$ cat src/rtl/pmc_pkg.sv
package pmc_pkg;
    typedef enum logic [1:0] {
        PM_RUN   = 2'd0,
        PM_IDLE  = 2'd1,
        PM_SLEEP = 2'd2,
        PM_WAKE  = 2'd3
    } pm_state_t;

    localparam logic [1:0] SEL_PRIMARY   = 2'b00;
    localparam logic [1:0] SEL_SECONDARY = 2'b01;
endpackage

$ cat src/rtl/pmc_wake_detect.sv
module pmc_wake_detect #(
    parameter int IRQ_W = 8
) (
    input  logic [IRQ_W-1:0] irq_flag,
    input  logic [IRQ_W-1:0] irq_en,
    input  logic             wdt_timeout,
    output logic             irq_wake,
    output logic             wdt_wake
);
    logic [IRQ_W-1:0] masked;

    for (genvar gi = 0; gi < IRQ_W; gi++) begin : g_mask
        assign masked[gi] = irq_flag[gi] & irq_en[gi];
    end

    assign irq_wake = |masked;
    assign wdt_wake = wdt_timeout;
endmodule

$ cat src/rtl/pmc_fsm.sv
module pmc_fsm
    import pmc_pkg::*;
(
    input  logic       clk,
    input  logic       rst_n,
    input  logic       sleep_exec,
    input  logic       idle_en,
    input  logic [1:0] clk_sel,
    input  logic       irq_wake,
    input  logic       wdt_wake,
    input  logic       osc_ready,
    output pm_state_t  state,
    output pm_state_t  nxt
);
    logic wake_ev;
    assign wake_ev = irq_wake | wdt_wake;

    always_ff @(posedge clk or negedge rst_n) begin
        if (!rst_n) state <= PM_RUN;
        else        state <= nxt;
    end

    always_comb begin
        nxt = state;
        unique case (state)
            PM_RUN: begin
                if (sleep_exec) begin
                    if (idle_en)                       nxt = PM_IDLE;
                    else if (clk_sel == SEL_PRIMARY)   nxt = PM_SLEEP;
                end
            end
            PM_IDLE:  if (wake_ev)   nxt = PM_RUN;
            PM_SLEEP: if (wake_ev)   nxt = PM_WAKE;
            PM_WAKE:  if (osc_ready) nxt = PM_RUN;
        endcase
    end
endmodule

$ cat src/rtl/pmc_out_regs.sv
module pmc_out_regs
    import pmc_pkg::*;
(
    input  logic       clk,
    input  logic       rst_n,
    input  pm_state_t  state,
    input  pm_state_t  nxt,
    input  logic       gie,
    input  logic       irq_wake,
    input  logic       wdt_wake,
    input  logic       wdt_en,
    input  logic       sec_osc_cfg,
    input  logic [1:0] clk_sel,
    input  logic       osc_ready,
    input  logic       intosc_ready,
    output logic       cpu_clk_en,
    output logic       periph_clk_en,
    output logic       pri_osc_en,
    output logic       int_osc_en,
    output logic       lfrc_en,
    output logic       sec_osc_en,
    output logic       pri_rdy,
    output logic       int_stable,
    output logic       sec_running,
    output logic       wake_vector,
    output logic       wake_resume,
    output logic       wake_wdt
);
    logic leaving;
    logic awake_now;

    assign leaving   = ((state == PM_IDLE) || (state == PM_SLEEP)) && (nxt != state);
    assign awake_now = (state == PM_RUN) || (state == PM_WAKE);

    always_ff @(posedge clk or negedge rst_n) begin
        if (!rst_n) begin
            cpu_clk_en    <= 1'b1;
            periph_clk_en <= 1'b1;
            pri_osc_en    <= 1'b1;
            int_osc_en    <= 1'b1;
            lfrc_en       <= 1'b1;
            sec_osc_en    <= 1'b0;
            pri_rdy       <= 1'b0;
            int_stable    <= 1'b0;
            sec_running   <= 1'b0;
            wake_vector   <= 1'b0;
            wake_resume   <= 1'b0;
            wake_wdt      <= 1'b0;
        end else begin
            cpu_clk_en    <= (nxt == PM_RUN) || (nxt == PM_WAKE);
            periph_clk_en <= (nxt != PM_SLEEP);
            pri_osc_en    <= (nxt != PM_SLEEP);
            int_osc_en    <= (nxt != PM_SLEEP);
            lfrc_en       <= (nxt != PM_SLEEP) || wdt_en;
            sec_osc_en    <= sec_osc_cfg;
            wake_vector   <= leaving && irq_wake && gie;
            wake_resume   <= leaving && irq_wake && !gie;
            wake_wdt      <= leaving && wdt_wake;
            unique case (nxt)
                PM_SLEEP: begin
                    pri_rdy     <= 1'b0;
                    int_stable  <= 1'b0;
                    sec_running <= 1'b0;
                end
                PM_IDLE: begin
                    pri_rdy     <= pri_rdy;
                    int_stable  <= int_stable;
                    sec_running <= sec_running;
                end
                PM_RUN, PM_WAKE: begin
                    pri_rdy     <= pri_rdy    | (osc_ready    & awake_now);
                    int_stable  <= int_stable | (intosc_ready & awake_now);
                    sec_running <= (clk_sel == SEL_SECONDARY) && sec_osc_cfg;
                end
            endcase
        end
    end
endmodule

$ cat src/rtl/pwr_mode_ctrl.sv
module pwr_mode_ctrl
    import pmc_pkg::*;
#(
    parameter int IRQ_W = 8
) (
    input  logic             clk,
    input  logic             rst_n,
    input  logic             sleep_exec,
    input  logic             idle_en,
    input  logic [1:0]       clk_sel,
    input  logic             wdt_en,
    input  logic             sec_osc_cfg,
    input  logic             gie,
    input  logic [IRQ_W-1:0] irq_flag,
    input  logic [IRQ_W-1:0] irq_en,
    input  logic             wdt_timeout,
    input  logic             osc_ready,
    input  logic             intosc_ready,
    output logic [1:0]       mode,
    output logic             cpu_clk_en,
    output logic             periph_clk_en,
    output logic             pri_osc_en,
    output logic             int_osc_en,
    output logic             lfrc_en,
    output logic             sec_osc_en,
    output logic             pri_rdy,
    output logic             int_stable,
    output logic             sec_running,
    output logic             wake_vector,
    output logic             wake_resume,
    output logic             wake_wdt
);
    logic      irq_wake;
    logic      wdt_wake;
    pm_state_t state;
    pm_state_t nxt;

    pmc_wake_detect #(.IRQ_W(IRQ_W)) u_wake (
        .irq_flag    (irq_flag),
        .irq_en      (irq_en),
        .wdt_timeout (wdt_timeout),
        .irq_wake    (irq_wake),
        .wdt_wake    (wdt_wake)
    );

    pmc_fsm u_fsm (
        .clk        (clk),
        .rst_n      (rst_n),
        .sleep_exec (sleep_exec),
        .idle_en    (idle_en),
        .clk_sel    (clk_sel),
        .irq_wake   (irq_wake),
        .wdt_wake   (wdt_wake),
        .osc_ready  (osc_ready),
        .state      (state),
        .nxt        (nxt)
    );

    pmc_out_regs u_out (
        .clk           (clk),
        .rst_n         (rst_n),
        .state         (state),
        .nxt           (nxt),
        .gie           (gie),
        .irq_wake      (irq_wake),
        .wdt_wake      (wdt_wake),
        .wdt_en        (wdt_en),
        .sec_osc_cfg   (sec_osc_cfg),
        .clk_sel       (clk_sel),
        .osc_ready     (osc_ready),
        .intosc_ready  (intosc_ready),
        .cpu_clk_en    (cpu_clk_en),
        .periph_clk_en (periph_clk_en),
        .pri_osc_en    (pri_osc_en),
        .int_osc_en    (int_osc_en),
        .lfrc_en       (lfrc_en),
        .sec_osc_en    (sec_osc_en),
        .pri_rdy       (pri_rdy),
        .int_stable    (int_stable),
        .sec_running   (sec_running),
        .wake_vector   (wake_vector),
        .wake_resume   (wake_resume),
        .wake_wdt      (wake_wdt)
    );

    assign mode = state;
endmodule

$ cat config.mk
export PLATFORM = sky130hd
export DESIGN_NAME = pwr_mode_ctrl
export DESIGN_NICKNAME = d
export VERILOG_FILES = /design/src/rtl/pmc_pkg.sv /design/src/rtl/pmc_wake_detect.sv /design/src/rtl/pmc_fsm.sv /design/src/rtl/pmc_out_regs.sv /design/src/rtl/pwr_mode_ctrl.sv
export SDC_FILE = /design/constraint.sdc
export NUM_CORES = 1
export LEC_CHECK = 0
export BUFFER_PORTS_ARGS = -buffer_cell sky130_fd_sc_hd__buf_2
export CAP_MARGIN = 20
export CELL_PAD_IN_SITES_DETAIL_PLACEMENT = 0
export CELL_PAD_IN_SITES_GLOBAL_PLACEMENT = 2
export CORE_UTILIZATION = 25
export DETAILED_ROUTE_END_ITERATION = 7
export GPL_ROUTABILITY_DRIVEN = 0
export GPL_TIMING_DRIVEN = 0
export PLACE_DENSITY = 0.88
export SLEW_MARGIN = 0
export SYNTH_ARGS = -nofsm -noshare
export SYNTH_HDL_FRONTEND = slang
export SYNTH_SLANG_ARGS = --single-unit
export TNS_END_PERCENT = 10
$ cat constraint.sdc
create_clock -name clk -period 5.95 [get_ports clk]
set_input_delay 0.595 -clock clk [delete_from_list [all_inputs] [get_ports clk]]
set_output_delay 0.595 -clock clk [all_outputs]
set_load 0.01 [all_outputs]
==> results of run 1 <==
## area by class of cell
cell class	count	share of cell area (%)
inverters	5	1.89
repair buffers	41	20.6
multi-input cells	50	37.9
flip-flops and latches	12	30.6
clock buffers	4	3.65
plain buffers	2	1.51
well taps	31	3.90
## worst paths after layout
| check | start | to | slack, ps |
|---|---|---|---|
| worst max-delay path | u_fsm.state[0] | u_out.sec_running | 3530 |
| worst min-delay path | rst_n | u_out.wake_resume | 170 |
| worst max register to register | u_fsm.state[0] | u_out.sec_running | 3530 |
| worst min register to register | u_out.sec_running | u_out.sec_running | 490 |
| max in group asynchronous | rst_n | u_out.cpu_clk_en | 5510 |
| min in group clk | sec_osc_cfg | u_out.sec_osc_en | 420 |
## state kept, by name (all words and copies together) (netlist names)
signal	flops
u_out.int_stable	1
u_out.sec_running	1
u_out.lfrc_en	1
u_out.wake_wdt	1
u_out.periph_clk_en	1
u_fsm.state	2
u_out.cpu_clk_en	1
u_out.wake_vector	1
u_out.pri_rdy	1
u_out.sec_osc_en	1
u_out.wake_resume	1
## per-stage QoR
| step | setup WS (ps) | area (sq um) | utilization, % | total power (uW) |
|---|---|---|---|---|
| 6_report | 3530 | 995 | 36.4 | 480 |
| 3_3_place_gp | 3360 | 958 | 35.1 | 413 |
| 2_1_floorplan | 3600 | 714 | - | 330 |
| 4_1_cts | 3510 | 995 | 36.4 | 487 |
| 5_1_grt | 3310 | 995 | 36.4 | 524 |
| 3_5_place_dp | 3310 | 958 | 35.1 | 417 |
## metal layers
layer	vias up	wire [um]	share of wire [%]	track usage (%)
li1	341	-	-	-
met1	307	685	42	13.6
met2	34	773	47	19.6
met3	3	154	9.4	3.98
met4	0	25	1.5	3.21
met5	-	0	0	0
## power groups by stage
| stage | logic (uW) | registers, uW | clock network, uW |
|---|---|---|---|
| after detailed placement | 270 | 146 | 0 |
| after global routing | 300 | 150 | 74.1 |
| after CTS | 273 | 145 | 69.2 |
| after global placement | 268 | 145 | 0 |
| final | 269 | 144 | 67.5 |
| after floorplan | 171 | 159 | 0 |
## kinds of logic (layout without fill, tap and decap cells)
family,after synthesis,after routing,share of synthesized area [%]
simple gates,24,24,19.3
fa+ha+maj,6,6,10.5
buf+inv,7,52,4.73
compound gates,20,20,22.9
flops,12,12,42.6
## critical path, cell delays in order, from the launching register on
cell and delay (ps):
dfrtp_1 470, inv_1 170, ha_1 270, nor2_1 100
o21a_1 150, o21a_1 200, a2111o_1 400, ha_1 340
nand4b_1 100, o21ai_0 140
## cell usage in the layout, fill, tap and decap left out, types with 2 or more instances in the layout
cell type / Yosys / layout
clkbuf_4: 0 / 3
a22oi_1: 3 / 3
ha_1: 6 / 6
dfstp_2: 3 / 3
nand3_1: 3 / 3
inv_1: 5 / 5
a21oi_1: 2 / 2
a21boi_0: 2 / 2
nand2b_1: 2 / 2
dfrtp_1: 9 / 9
o21a_1: 2 / 2
nor2_1: 8 / 8
nand2_1: 2 / 2
nor3b_1: 2 / 2
nor3_1: 2 / 2
buf_4: 2 / 2
buf_2: 0 / 41
==> summary.md, run 1 <==
| Metric | Value |
|---|---|
| GRT Overall Usage | `11.5%` |
| Sequential Power Share | `between 20% and 30%` |
| Final period util | `40.6%` |
| Top-count cell post-synth | `dfrtp_1` |
| Worst rel slew slack | `~73%` |
| Layout Area Growth over Synthesis | `39.2%` |
| Pin count of the biggest net entering global routing | `13` |
| Syn Inst Count | `69` |
| Crit Path Class | `reg2reg` |
| Postcts setup bufs | `0` |
| Drt first pass iters | `4` |
| # hold bufs at CTS | `0` |
| RSZ-0062 raised after global routing | `no` |
| Ant. Diodes | `0` |
| Core ar. | `0.00273 sq mm` |
| Initial antenna violation count | `0` |
| R2R depth | `9` |
| Number of global-route vias before repair | `roughly 700` |
| Worst skew pair latency | `~280 ps` |
| EDFF count, synth | `0` |
| DRT iter0 DRCs | `11` |
| CTS H-tree lvls | `1` |
| Int Power | `around 280 uW` |
| Peak supply drop | `0.205 mV` |
| Clock Path Buffers | `2` |
| Antenna Nets Post-Route | `0` |
| Top-Level Pins | `42` |
| Root buf cell | `clkbuf_4` |
| Num CTS Buffers | `3` |
| I/O Buffers | `41` |
| Most frequent cells after synthesis | `dfrtp_1, nor2_1, ha_1, inv_1` |
| Crit path launch type | `register` |
| DP Cell Count | `141` |
| DRC viols | `0` |
| Die Area | `0.00308 sq mm` |
| Fmax achieved | `around 410 MHz` |
| Post-cts resize count | `0` |
| Max-cap violations | `0` |
| Psw | `196 uW` |
| Seq/Total Area, Yosys | `42.6%` |
| Post-synth ARST share | `100%` |
| Die Y | `around 55 um` |
| CP max FO | `8` |
| Vias per cell | `4.72` |
| FF/Latch Area | `304 sq um` |
| Drt wl/cell | `11.3 um` |
| Clk_skew | `6.57 ps` |
| Fillers | `295` |
| Yosys reg bits | `12` |
| Logic pwr share | `56.0%` |
| Setup violations, final | `0` |
| Multi-input gate area | `377 sq um` |
| Final Critical Period | `2420 ps` |
| Hold Slack | `~170 ps` |
| Detailed Route WL | `1.64 mm` |
| Switch share | `between 40% and 50%` |
| Initial Util | `26.1%` |
| Final hold violations | `0` |
| Clk pwr share | `between 10 and 15%` |
| Worst EP arrival | `2620 ps` |
| Fin cells | `roughly 150` |
| Yosys top cell area share | `31.5%` |
| Kind of end point of the critical path | `register` |
| Leading area contributor after synthesis | `dfrtp_1` |
| Clk slew on worst S/H paths | `80 ps` |
| Cell Area, Synth | `714 sq um` |
| Leak | `0.000513 uW` |
| Avg Cell Area, Syn | `between 10 and 15 sq um` |
| Sum Neg Setup Slack | `0 ps` |
| Die X | `55.5 um` |
| # clock sinks | `12` |
| Status | `complete, no violations` |
| PD cells | `483 mW/mm^2` |
| Layout cells sized above 1 | `47.4%` |
| First-pass GRT wire length | `2.84 mm` |
| Vias | `approximately 690` |
| HPWL reported at the end of detailed placement | `1.36 mm` |
| Slew @ Worst Pin | `396 ps` |
| Post-synth top flop | `dfrtp_1` |
| Nets@finish | `around 150` |
| Largest cells by area after synthesis | `dfrtp_1, dfstp_2, ha_1` |
| Synth Net Count | `103` |
| Synth warnings | `0` |
| Worst Hold Class | `in2async` |
| Row count | `19` |
| CTS tree | `built` |
| Fin. max-slew vios | `0` |
| GRT overflow | `0` |
| Unique masters post-synth | `31` |
| WP data required | `roughly 6000 ps` |
No activity file was read; power rests on OpenSTA's default activity.
==> run 2, diff against run 1 <==
--- a/config.mk
+++ b/config.mk
@@ -9,11 +9,11 @@
 export CAP_MARGIN = 20
 export CELL_PAD_IN_SITES_DETAIL_PLACEMENT = 0
 export CELL_PAD_IN_SITES_GLOBAL_PLACEMENT = 2
-export CORE_UTILIZATION = 25
+export CORE_UTILIZATION = 21
 export DETAILED_ROUTE_END_ITERATION = 7
 export GPL_ROUTABILITY_DRIVEN = 0
 export GPL_TIMING_DRIVEN = 0
-export PLACE_DENSITY = 0.88
+export PLACE_DENSITY = 0.8
 export SLEW_MARGIN = 0
 export SYNTH_ARGS = -nofsm -noshare
 export SYNTH_HDL_FRONTEND = slang
==> constraint.sdc (replaced) <==
create_clock -name clk -period 2 [get_ports clk]
set_input_delay 0.2 -clock clk [delete_from_list [all_inputs] [get_ports clk]]
set_output_delay 0.2 -clock clk [all_outputs]
set_load 0.01 [all_outputs]
==> run 2 against run 1 <==
  * The flow now finishes with violations (negative setup slack)
  * Flip-flop and latch count stayed put
  * Core utilization fell by 1.3 points
  * Design area up 10%
  * Non-clock buffer count up 3
  * Combinational power rose to 3.7 times the previous value
  * First-iteration DRC count shrank 27%
  * Critical endpoint unchanged
==> summary.md, run 2 (same netlist as run 1, synthesis figures left out) <==
| Metric | Value |
|---|---|
| Status | `finished with violations` |
| Failing checks | `negative setup slack` |
| Final Critical Period | `2070 ps (-346 ps)` |
| Slew @ Worst Pin | `440 ps (+43.8 ps)` |
| CP max FO | `3 (-5)` |
| Int Power | `943 uW (+230%)` |
| Peak supply drop | `0.645 mV (+210%)` |
| Crit Path Class | `reg2reg` |
| Vias | `703 (+2.6%)` |
| Layout cells sized above 1 | `56.4% (+9.0 points)` |
| Root buf cell | `clkbuf_4` |
| Die X | `60.3 um (+8.8%)` |
| First-pass GRT wire length | `2.59 mm (-8.7%)` |
| Fin cells | `161 (+11%)` |
| Top-Level Pins | `42 (unchanged)` |
| CTS H-tree lvls | `1 (unchanged)` |
| GRT Overall Usage | `9.87% (-1.6 points)` |
| Setup Slack @ Placement | `-192 ps (-3500 ps)` |
| Switch share | `40.2% (-0.66 points)` |
| Worst rel slew slack | `70.3% (-3.0 points)` |
| Hold Slack | `47.0 ps (-120 ps)` |
| Worst setup path startpoint | `u_fsm.state[1]` |
| Number of global-route vias before repair | `624 (-9.4%)` |
| Top reg by flops | `u_fsm.state` |
| Fillers | `327 (+11%)` |
| HPWL reported at the end of detailed placement | `1.40 mm (+3.3%)` |
| Hold Startpoint | `sec_osc_cfg` |
| CTS tree | `built` |
| FF/Latch Area | `307 sq um (+0.82%)` |
| Setup violations, final | `3 (+3)` |
| Clock Path Buffers | `2 (unchanged)` |
| Sequential Power Share | `26.7% (-3.2 points)` |
| PD cells | `1440 mW/mm^2 (+200%)` |
| Max-cap violations | `0 (unchanged)` |
| Detailed Route WL | `1.71 mm (+4.5%)` |
| # clock sinks | `12 (unchanged)` |
| Nets@finish | `152 (+2.0%)` |
| Psw | `634 uW (+220%)` |
| Multi-input gate area | `443 sq um (+18%)` |
| Commonest non-fill, non-tap cells in the layout | `buf_2, nor2_1, dfrtp_1` |
| I/O Buffers | `41 (unchanged)` |
| Drt first pass iters | `4 (unchanged)` |
| GRT overflow | `0 (unchanged)` |
| Leak | `0.000526 uW (+2.5%)` |
| Worst EP arrival | `2280 ps (-340 ps)` |
| Worst skew pair latency | `270 ps (about the same)` |
| Num CTS Buffers | `3 (unchanged)` |
| Final hold violations | `0 (unchanged)` |
| Layout Area Growth over Synthesis | `53.6%` |
| DRC viols | `0 (unchanged)` |
| DRT iter0 DRCs | `8 (-3)` |
| Die Y | `60.3 um (+8.8%)` |
| Clk pwr share | `9.6% (-4.5 points)` |
| Clk slew on worst S/H paths | `70 ps (about the same)` |
| Vias per cell | `4.37 (-7.6%)` |
| Logic pwr share | `63.7% (+7.7 points)` |
| Post-DP Area | `0.00103 sq mm (+7.4%)` |
| Drt wl/cell | `10.6 um (-5.9%)` |
| Fmax achieved | `483 MHz (+17%)` |
| DP Cell Count | `154 (+9.2%)` |
| Core ar. | `0.00313 sq mm (+14%)` |
| Commonest non-fill, non-tap cell in the layout | `buf_2` |
| Fin. max-slew vios | `0 (unchanged)` |
| Clk_skew | `6.29 ps (-0.282 ps)` |
| Final period util | `104% (+63 points)` |
| Post-route setup slack | `-70.9 ps (-3600 ps)` |
| Initial Util | `22.8% (-3.3 points)` |
| Initial antenna violation count | `0 (unchanged)` |
| RSZ-0062 raised after global routing | `yes` |
| WP data required | `2200 ps (-3950 ps)` |
| Antenna Nets Post-Route | `0 (unchanged)` |
| Worst Hold Class | `in2reg` |
| Sum Neg Setup Slack | `-154 ps (-154 ps)` |
| Kind of end point of the critical path | `register` |
| Ant. Diodes | `0 (unchanged)` |
| Die Area | `0.00364 sq mm (+18%)` |
| Pin count of the biggest net entering global routing | `13 (unchanged)` |
| Number of flip-flops under the largest register name | `2 (unchanged)` |
| Row count | `20 (+1)` |
| Crit path launch type | `register` |
| Design area | `0.00110 sq mm (+10%)` |
| Reg-to-Reg Start | `u_fsm.state[1]` |
[run 2: stage by stage]
step	util, %	power [uW]
after CTS	35.1	1610
after floorplan	-	1100
after global placement	32.9	1370
after detailed placement	32.9	1380
final	35.1	1580
after global routing	35.1	1740
[run 2: what timing repair did]
action,4_1_cts,5_1_grt
buffers inserted,2,0
resized for setup,4,0
hold buffers,1,0
endpoints found under the hold margin,9,0
endpoints found under the setup margin,3,5
[run 2: path summary, 6_finish.rpt]
check | to | slack (ps) | cells past startpoint
max | u_out.sec_running | -70 | 9
min | u_out.sec_osc_en | 50 | 1
max reg2reg | u_out.sec_running | -70 | 9
min reg2reg | u_out.sec_running | 490 | 2
max in group asynchronous | u_out.lfrc_en | 1400 | 2
min in group asynchronous | u_out.sec_osc_en | 330 | 2
[run 2: per-layer routing]
| layer | vias to the layer above | global-route usage [%] | wire length (um) |
|---|---|---|---|
| met4 | 0 | 2.99 | 12 |
| met2 | 34 | 15.5 | 769 |
| li1 | 350 | - | - |
| met3 | 2 | 3.90 | 144 |
| met5 | - | 0 | 0 |
| met1 | 317 | 12.4 | 785 |
[run 2: worst max-delay path: stages, from the launching register on]
cell and delay (ps):
dfrtp_2 430, inv_4 80, ha_4 130, nand3b_4 80
o21a_4 240, o21a_1 220, a2111o_1 330, ha_4 290
nand4b_1 90, o21ai_1 110
[run 2: area by class of cell]
cell class	count	share of cell area (%)
multi-input cells	50	40.4
flip-flops and latches	12	27.9
repair buffers	44	21.0
well taps	44	5.02
clock buffers	4	2.39
inverters	5	1.94
plain buffers	2	1.37
[run 2: power by group through the flow]
stage	registers [uW]	clock network [uW]	logic (uW)
floorplan	487	0	613
global placement	444	0	931
detailed placement	448	0	929
CTS	424	161	1020
global route	434	181	1130
finish	421	151	1000
